## src/rtl/hp_pkg.sv

```systemverilog
package hp_pkg;
    localparam int SLOTS  = 32;
    localparam int SLOT_W = 5;
    localparam int DATA_W = 32;
    localparam int ADDR_W = 5;

    typedef enum logic [ADDR_W-1:0] {
        OFS_INS = 5'h00,
        OFS_REM = 5'h04,
        OFS_EJ  = 5'h08,
        OFS_RMV = 5'h0C,
        OFS_SEL = 5'h10
    } reg_ofs_e;

    typedef enum logic [1:0] {
        ST_SCAN = 2'd0,
        ST_LOAD = 2'd1,
        ST_IDLE = 2'd2
    } drain_st_e;

    // index of the lowest set bit, 0 for an empty mask
    function automatic logic [SLOT_W-1:0] lowest_slot(input logic [SLOTS-1:0] m);
        lowest_slot = '0;
        for (int i = SLOTS - 1; i >= 0; i--) begin
            if (m[i]) lowest_slot = SLOT_W'(i);
        end
    endfunction
endpackage

```

## src/rtl/hp_bus_bank.sv

```systemverilog
module hp_bus_bank
    import hp_pkg::*;
(
    input  logic              clk,
    input  logic              rst_n,
    input  logic [SLOTS-1:0]  set_ins,
    input  logic [SLOTS-1:0]  set_rem,
    input  logic [SLOTS-1:0]  clr_ins,
    input  logic [SLOTS-1:0]  clr_rem,
    input  logic              load_rmv,
    input  logic [SLOTS-1:0]  nohp,
    output logic [SLOTS-1:0]  ins_q,
    output logic [SLOTS-1:0]  rem_q,
    output logic [SLOTS-1:0]  rmv_q
);
    // set terms are applied after clear terms: a fresh report wins
    always_ff @(posedge clk or negedge rst_n) begin
        if (!rst_n) begin
            ins_q <= '0;
            rem_q <= '0;
            rmv_q <= '1;
        end else begin
            ins_q <= (ins_q & ~clr_ins) | set_ins;
            rem_q <= (rem_q & ~clr_rem) | set_rem;
            if (load_rmv) rmv_q <= ~nohp;
        end
    end
endmodule

```

## src/rtl/hp_drain_fsm.sv

```systemverilog
module hp_drain_fsm
    import hp_pkg::*;
#(
    parameter int NUM_BUS = 4,
    parameter int BW      = 2
) (
    input  logic              clk,
    input  logic              rst_n,
    input  logic              start,
    input  logic [SLOTS-1:0]  cur_rem,
    output logic              busy,
    output logic [BW-1:0]     cur_bus,
    output logic              drain_ej,
    output logic [SLOT_W-1:0] drain_slot,
    output logic              load_rmv
);
    localparam logic [BW-1:0] LAST_BUS = BW'(NUM_BUS - 1);

    drain_st_e     state_q, state_d;
    logic [BW-1:0] bus_q, bus_d;

    // state register
    always_ff @(posedge clk or negedge rst_n) begin
        if (!rst_n) begin
            state_q <= ST_SCAN;
            bus_q   <= '0;
        end else begin
            state_q <= state_d;
            bus_q   <= bus_d;
        end
    end

    // transitions
    always_comb begin
        state_d = state_q;
        bus_d   = bus_q;
        unique case (state_q)
            ST_SCAN: begin
                if (cur_rem == '0) begin
                    if (bus_q == LAST_BUS) state_d = ST_LOAD;
                    else                   bus_d   = bus_q + 1'b1;
                end
            end
            ST_LOAD: state_d = ST_IDLE;
            ST_IDLE: begin
                if (start) begin
                    state_d = ST_SCAN;
                    bus_d   = '0;
                end
            end
            default: state_d = ST_IDLE;
        endcase
    end

    // outputs
    always_comb begin
        busy       = (state_q != ST_IDLE);
        cur_bus    = bus_q;
        drain_ej   = (state_q == ST_SCAN) && (cur_rem != '0);
        drain_slot = lowest_slot(cur_rem);
        load_rmv   = (state_q == ST_LOAD);
    end
endmodule

```

## src/rtl/hp_slot_regs.sv

```systemverilog
module hp_slot_regs
    import hp_pkg::*;
#(
    parameter int NUM_BUS = 4,
    localparam int BW     = (NUM_BUS > 1) ? $clog2(NUM_BUS) : 1
) (
    input  logic                     clk,
    input  logic                     rst_n,
    input  logic                     plat_reset,
    input  logic                     legacy_mode,
    input  logic [ADDR_W-1:0]        reg_addr,
    input  logic                     reg_rd,
    input  logic                     reg_wr,
    input  logic [DATA_W-1:0]        reg_wdata,
    output logic [DATA_W-1:0]        reg_rdata,
    input  logic                     plug_vld,
    input  logic [BW-1:0]            plug_bus,
    input  logic [SLOT_W-1:0]        plug_slot,
    input  logic                     unplug_vld,
    input  logic [BW-1:0]            unplug_bus,
    input  logic [SLOT_W-1:0]        unplug_slot,
    input  logic [NUM_BUS*SLOTS-1:0] nohp_mask,
    output logic                     fw_event,
    output logic                     eject_vld,
    output logic [BW-1:0]            eject_bus,
    output logic [SLOT_W-1:0]        eject_slot,
    output logic                     busy
);
    localparam logic [31:0] NB32 = 32'(NUM_BUS);

    logic [DATA_W-1:0]                 sel_q;
    logic [NUM_BUS-1:0][SLOTS-1:0]     ins_all, rem_all, rmv_all;
    logic                              sel_ok;
    logic [BW-1:0]                     sel_idx;
    logic                              plug_ok, unplug_ok;
    logic                              rd_clr, wr_ej, act_ej;
    logic [BW-1:0]                     act_bus;
    logic [SLOT_W-1:0]                 act_slot;
    logic [BW-1:0]                     cur_bus;
    logic                              drain_ej, load_rmv;
    logic [SLOT_W-1:0]                 drain_slot;
    logic [DATA_W-1:0]                 rd_val;

    assign sel_ok    = (sel_q < NB32);
    assign sel_idx   = sel_q[BW-1:0];
    assign plug_ok   = plug_vld   && (32'(plug_bus)   < NB32);
    assign unplug_ok = unplug_vld && (32'(unplug_bus) < NB32);
    assign rd_clr    = reg_rd && (reg_addr == OFS_INS) && sel_ok && !legacy_mode;
    assign wr_ej     = reg_wr && (reg_addr == OFS_EJ) && sel_ok && !busy
                       && (reg_wdata != '0);
    assign act_ej    = drain_ej || wr_ej;
    assign act_bus   = drain_ej ? cur_bus : sel_idx;
    assign act_slot  = drain_ej ? drain_slot : lowest_slot(reg_wdata);

    hp_drain_fsm #(.NUM_BUS(NUM_BUS), .BW(BW)) u_drain (
        .clk        (clk),
        .rst_n      (rst_n),
        .start      (plat_reset),
        .cur_rem    (rem_all[cur_bus]),
        .busy       (busy),
        .cur_bus    (cur_bus),
        .drain_ej   (drain_ej),
        .drain_slot (drain_slot),
        .load_rmv   (load_rmv)
    );

    for (genvar b = 0; b < NUM_BUS; b++) begin : g_bus
        logic [SLOTS-1:0] set_ins, set_rem, clr_ej, clr_ins;
        assign set_ins = (plug_ok && plug_bus == BW'(b))
                         ? (SLOTS'(1) << plug_slot) : '0;
        assign set_rem = (unplug_ok && unplug_bus == BW'(b))
                         ? (SLOTS'(1) << unplug_slot) : '0;
        assign clr_ej  = (act_ej && act_bus == BW'(b))
                         ? (SLOTS'(1) << act_slot) : '0;
        assign clr_ins = clr_ej | ((rd_clr && sel_idx == BW'(b)) ? '1 : '0);

        hp_bus_bank u_bank (
            .clk      (clk),
            .rst_n    (rst_n),
            .set_ins  (set_ins),
            .set_rem  (set_rem),
            .clr_ins  (clr_ins),
            .clr_rem  (clr_ej),
            .load_rmv (load_rmv),
            .nohp     (nohp_mask[b*SLOTS +: SLOTS]),
            .ins_q    (ins_all[b]),
            .rem_q    (rem_all[b]),
            .rmv_q    (rmv_all[b])
        );
    end

    // read multiplexer
    always_comb begin
        rd_val = '0;
        if (sel_ok) begin
            unique case (reg_addr)
                OFS_INS: rd_val = ins_all[sel_idx];
                OFS_REM: rd_val = rem_all[sel_idx];
                OFS_RMV: rd_val = rmv_all[sel_idx];
                OFS_SEL: rd_val = sel_q;
                default: rd_val = '0;
            endcase
        end
    end

    always_ff @(posedge clk or negedge rst_n) begin
        if (!rst_n) begin
            sel_q      <= '0;
            reg_rdata  <= '0;
            fw_event   <= 1'b0;
            eject_vld  <= 1'b0;
            eject_bus  <= '0;
            eject_slot <= '0;
        end else begin
            if (reg_wr && reg_addr == OFS_SEL && !busy)
                sel_q <= legacy_mode ? '0 : reg_wdata;
            if (reg_rd) reg_rdata <= rd_val;
            fw_event  <= plug_ok || unplug_ok;
            eject_vld <= act_ej;
            if (act_ej) begin
                eject_bus  <= act_bus;
                eject_slot <= act_slot;
            end
        end
    end
endmodule

```

## config.mk

```make
export PLATFORM = sky130hd
export DESIGN_NAME = hp_slot_regs
export DESIGN_NICKNAME = d
export VERILOG_FILES = /design/src/rtl/hp_pkg.sv /design/src/rtl/hp_bus_bank.sv /design/src/rtl/hp_drain_fsm.sv /design/src/rtl/hp_slot_regs.sv
export SDC_FILE = /design/constraint.sdc
export NUM_CORES = 1
export LEC_CHECK = 0
export CAP_MARGIN = 20
export CORE_ASPECT_RATIO = 2
export CORE_MARGIN = 1.5
export CORE_UTILIZATION = 40
export CTS_CLUSTER_SIZE = 40
export DETAILED_ROUTE_END_ITERATION = 7
export PLACE_DENSITY_LB_ADDON = 0.1
export RECOVER_POWER = 25
export SYNTH_ARGS = -nofsm -noshare
export SYNTH_HDL_FRONTEND = slang
export SYNTH_SLANG_ARGS = --single-unit
```

## constraint.sdc

```tcl
create_clock -name clk -period 3.4 [get_ports clk]
set_clock_uncertainty 0.15 [all_clocks]
set_input_delay 0.68 -clock clk [delete_from_list [all_inputs] [get_ports clk]]
set_output_delay 0.68 -clock clk [all_outputs]
set_load 0.01 [all_outputs]
```

==> reports/metrics.yaml <==
synth:
  yosysMostFrequentCell: "dfrtp_1"
  ys_warn_count: 0
  synth.area.top_cells: "dfrtp_1 (36%), dfstp_2 (14%), mux4_2 (12%), o2bb2ai_1 (4.4%), nand2_1 (4.3%)"
  ys_async_sr_fraction: 1.00
  ys_seq_elements: 461
  ys_seq_area_frac: 0.504
  synth_common_cells: "dfrtp_1 (333), nand2_1 (268), o21ai_0 (164), dfstp_2 (128), mux4_2 (128)"
  synth_top_area_cell: "dfrtp_1"
  synthesis.area_um2: 23200
  syn_nets: 2215
  yosysTopAreaCellShare: 0.359
  ys_types: 74
  synth_edf_count: 0
  synth_area_per_cell_um2: 11.5
  synth_flop_cell: "dfrtp_1"
  synthCells: 2027
timing:
  hold_viol_final: 0
  setup_viol: 257
  fin_crit_sh: 1.11
  drv_slew: 66
  fin_crit_ps: 3770
  whs_ps: 329
  setup_slack_ps: -375
  slew-limit-headroom: -0.311
  fmax_mhz: 265
  worst_pin_slew_ps: 1970
  finalSetupTns_ps: -68960
  rsz0062_at_grt: "yes"
worst_setup_path:
  path_class: "reg -> reg"
  crit_start: "u_drain.cur_bus[1]"
  start_kind: "flop"
  path_max_fanout: 16
  cp-end-kind: "flop"
  cp.required_ps: 3710
  timing.rr.start: "u_drain.cur_bus[1]"
  worst_ep_arrival_time_ps: 4090
layout:
  fill_cells: 4962
  nets: 2744
  diodes: 0
  utilization: 0.554
  drive_above_1_share: 0.358
  fin_area_um2: 31700
  syn_to_final_growth_pct: 36.5
floorplan:
  die_x_um: 173
  io_pins: 229
  row_count: 124
  die_h_um: 344
  die_area_um2: 59600
  initial_utilization: 0.406
  core_um2: 57200
place:
  dp_hpwl_um: 67800
  placed_cell_area_um2: 29100
  place.gp.congestion: 0.946
  portBuffers: 228
clock_network:
  cts_made_buffers: 43
  clockRootBuffer: "clkbuf_16"
  cts_sinks: 461
  clk_pin_slew_ps: 70
  htreeDepth: 2
  cts_tree: "done"
  cts.path.max_buffers: 3
  clock_latency_ps: 590
power:
  cellPowerDensity_nw_per_um2: 1100
  p_leak_nw: 13.0
  max-vdd-ir-drop_mv: 1.23
global_route:
  grt_pass1_wl_um: 140000
  grt_pass1_vias: 21600
  antenna_found_initial: 1
  overflow: 0
  grt_max_degree: 257
  grtUsageTotal: 0.317
drt:
  drt_pass1_iterations: 6
  wl_per_cell_um: 28.6
  via_count: 20800
  drc: 0
  viasPerCell: 6.22
  wirelength_um: 95700
  ant_nets: 0
  drtIter0Drc: 1999
run_status:
  violations: "max-capacitance violations, max-slew violations, negative setup slack"
  outcome: "finished with violations"
hold_path:
  hold_path_class: "reg -> reg"
  hp-start: "g_bus[0].u_bank.rmv_q[7]"
run:
  drv_cap: 1
## state kept, by name, summed over array words and instances (netlist names)
| register | cells |
|---|---|
| sel_q | 32 |
| g_bus.u_bank.rem_q | 128 |
| reg_rdata | 32 |
| fw_event | 1 |
| u_drain.cur_bus | 2 |
| eject_vld | 1 |
| eject_bus | 2 |
| u_drain.state_q | 2 |
| g_bus.u_bank.rmv_q | 128 |
| g_bus.u_bank.ins_q | 128 |
| eject_slot | 5 |
## final timing paths
path | endpoint | slack (ps) | cells past startpoint
worst min-delay path | g_bus[0].u_bank.rmv_q[7] | 330 | 2
worst max-delay path | g_bus[3].u_bank.ins_q[28] | -370 | 14
min in group asynchronous | g_bus[2].u_bank.ins_q[4] | 980 | 2
worst max register to register | g_bus[3].u_bank.ins_q[28] | -370 | 14
worst min register to register | g_bus[0].u_bank.rmv_q[7] | 330 | 2
max in group asynchronous | reg_rdata[28] | 190 | 3
## worst max-delay path: stages (launching register included)
cell	delay, ps
dfrtp_2	430
buf_12	150
buf_16	160
mux4_2	620
nor4_4	280
buf_4	190
a41oi_4	120
buf_6	150
nor2_4	200
buf_6	150
o41ai_4	160
nand2_4	220
buf_16	200
nand4_1	150
a32o_1	300
## placed cells by master, fill, tap and decap left out, types with 25 or more instances in the layout
| cell type | instances |
|---|---|
| clkbuf_16 | 51 |
| o22ai_1 | 32 |
| buf_6 | 25 |
| nand2_1 | 233 |
| o21ai_0 | 163 |
| nand2b_1 | 32 |
| buf_12 | 41 |
| mux2_2 | 34 |
| a31o_1 | 47 |
| dfstp_2 | 128 |
| dfrtp_1 | 330 |
| nand2_2 | 25 |
| mux4_2 | 128 |
| nor2_1 | 113 |
| a222oi_1 | 32 |
| inv_1 | 44 |
| buf_4 | 342 |
| nand4_1 | 84 |
| o2bb2ai_1 | 107 |
| clkdlybuf4s50_1 | 224 |
| a32o_1 | 64 |
## stage by stage
step | total power [mW] | worst slack, ps | instances
4_1_cts | 31.7 | -317 | 3311
3_5_place_dp | 24.8 | -1190 | 3216
3_3_place_gp | 24.5 | -1170 | 3215
5_1_grt | 36.0 | -441 | 3346
6_report | 34.9 | -375 | 3346
2_1_floorplan | 17.1 | 6.61 | 2027
## area by class of cell
class                           instances  area (um^2)  share of cell area
Inverter                               45          169             0.00533
Tap cell                              756          946              0.0298
Timing Repair Buffer                  656         6240               0.197
Clock buffer                           74         1390              0.0438
Sequential cell                       461        11700               0.369
Clock inverter                          5          100             0.00316
Multi-Input combinational cell       1349        11200               0.352
## routing by layer
| layer | up-vias | share of wire | global-route usage |
|---|---|---|---|
| met3 | 340 | 0.069 | 0.0465 |
| met5 | - | 0.00017 | 0 |
| li1 | 8843 | - | - |
| met1 | 10500 | 0.37 | 0.374 |
| met2 | 1122 | 0.49 | 0.541 |
| met4 | 2 | 0.075 | 0.209 |
## cells by family (layout without fill, tap and decap cells)
kind of cell	after synthesis	after routing	synth area share
AND/OR/NAND/NOR	635	635	0.135
AO/OA/AOI/OAI	547	547	0.180
flip-flops	461	461	0.504
buffers and inverters	217	780	0.0393
multiplexers	166	166	0.142
adder cells (fa/ha/maj)	1	1	0.000539
## report_power, final
part | switching (mW) | internal, mW | total [mW]
combinational | 10.7 | 9.71 | 20.4
clock | 2.22 | 3.00 | 5.22
sequential | 1.14 | 8.07 | 9.21
## repair_timing
item	4_1_cts	5_1_grt
gates resized for setup	64	90
setup buffers	13	31
endpoints found under the hold margin	56	0
cloned	2	5
pin swaps	41	98
hold buffers	1	0
endpoints found under the setup margin	261	260
No activity file was read; power rests on OpenSTA's default activity.
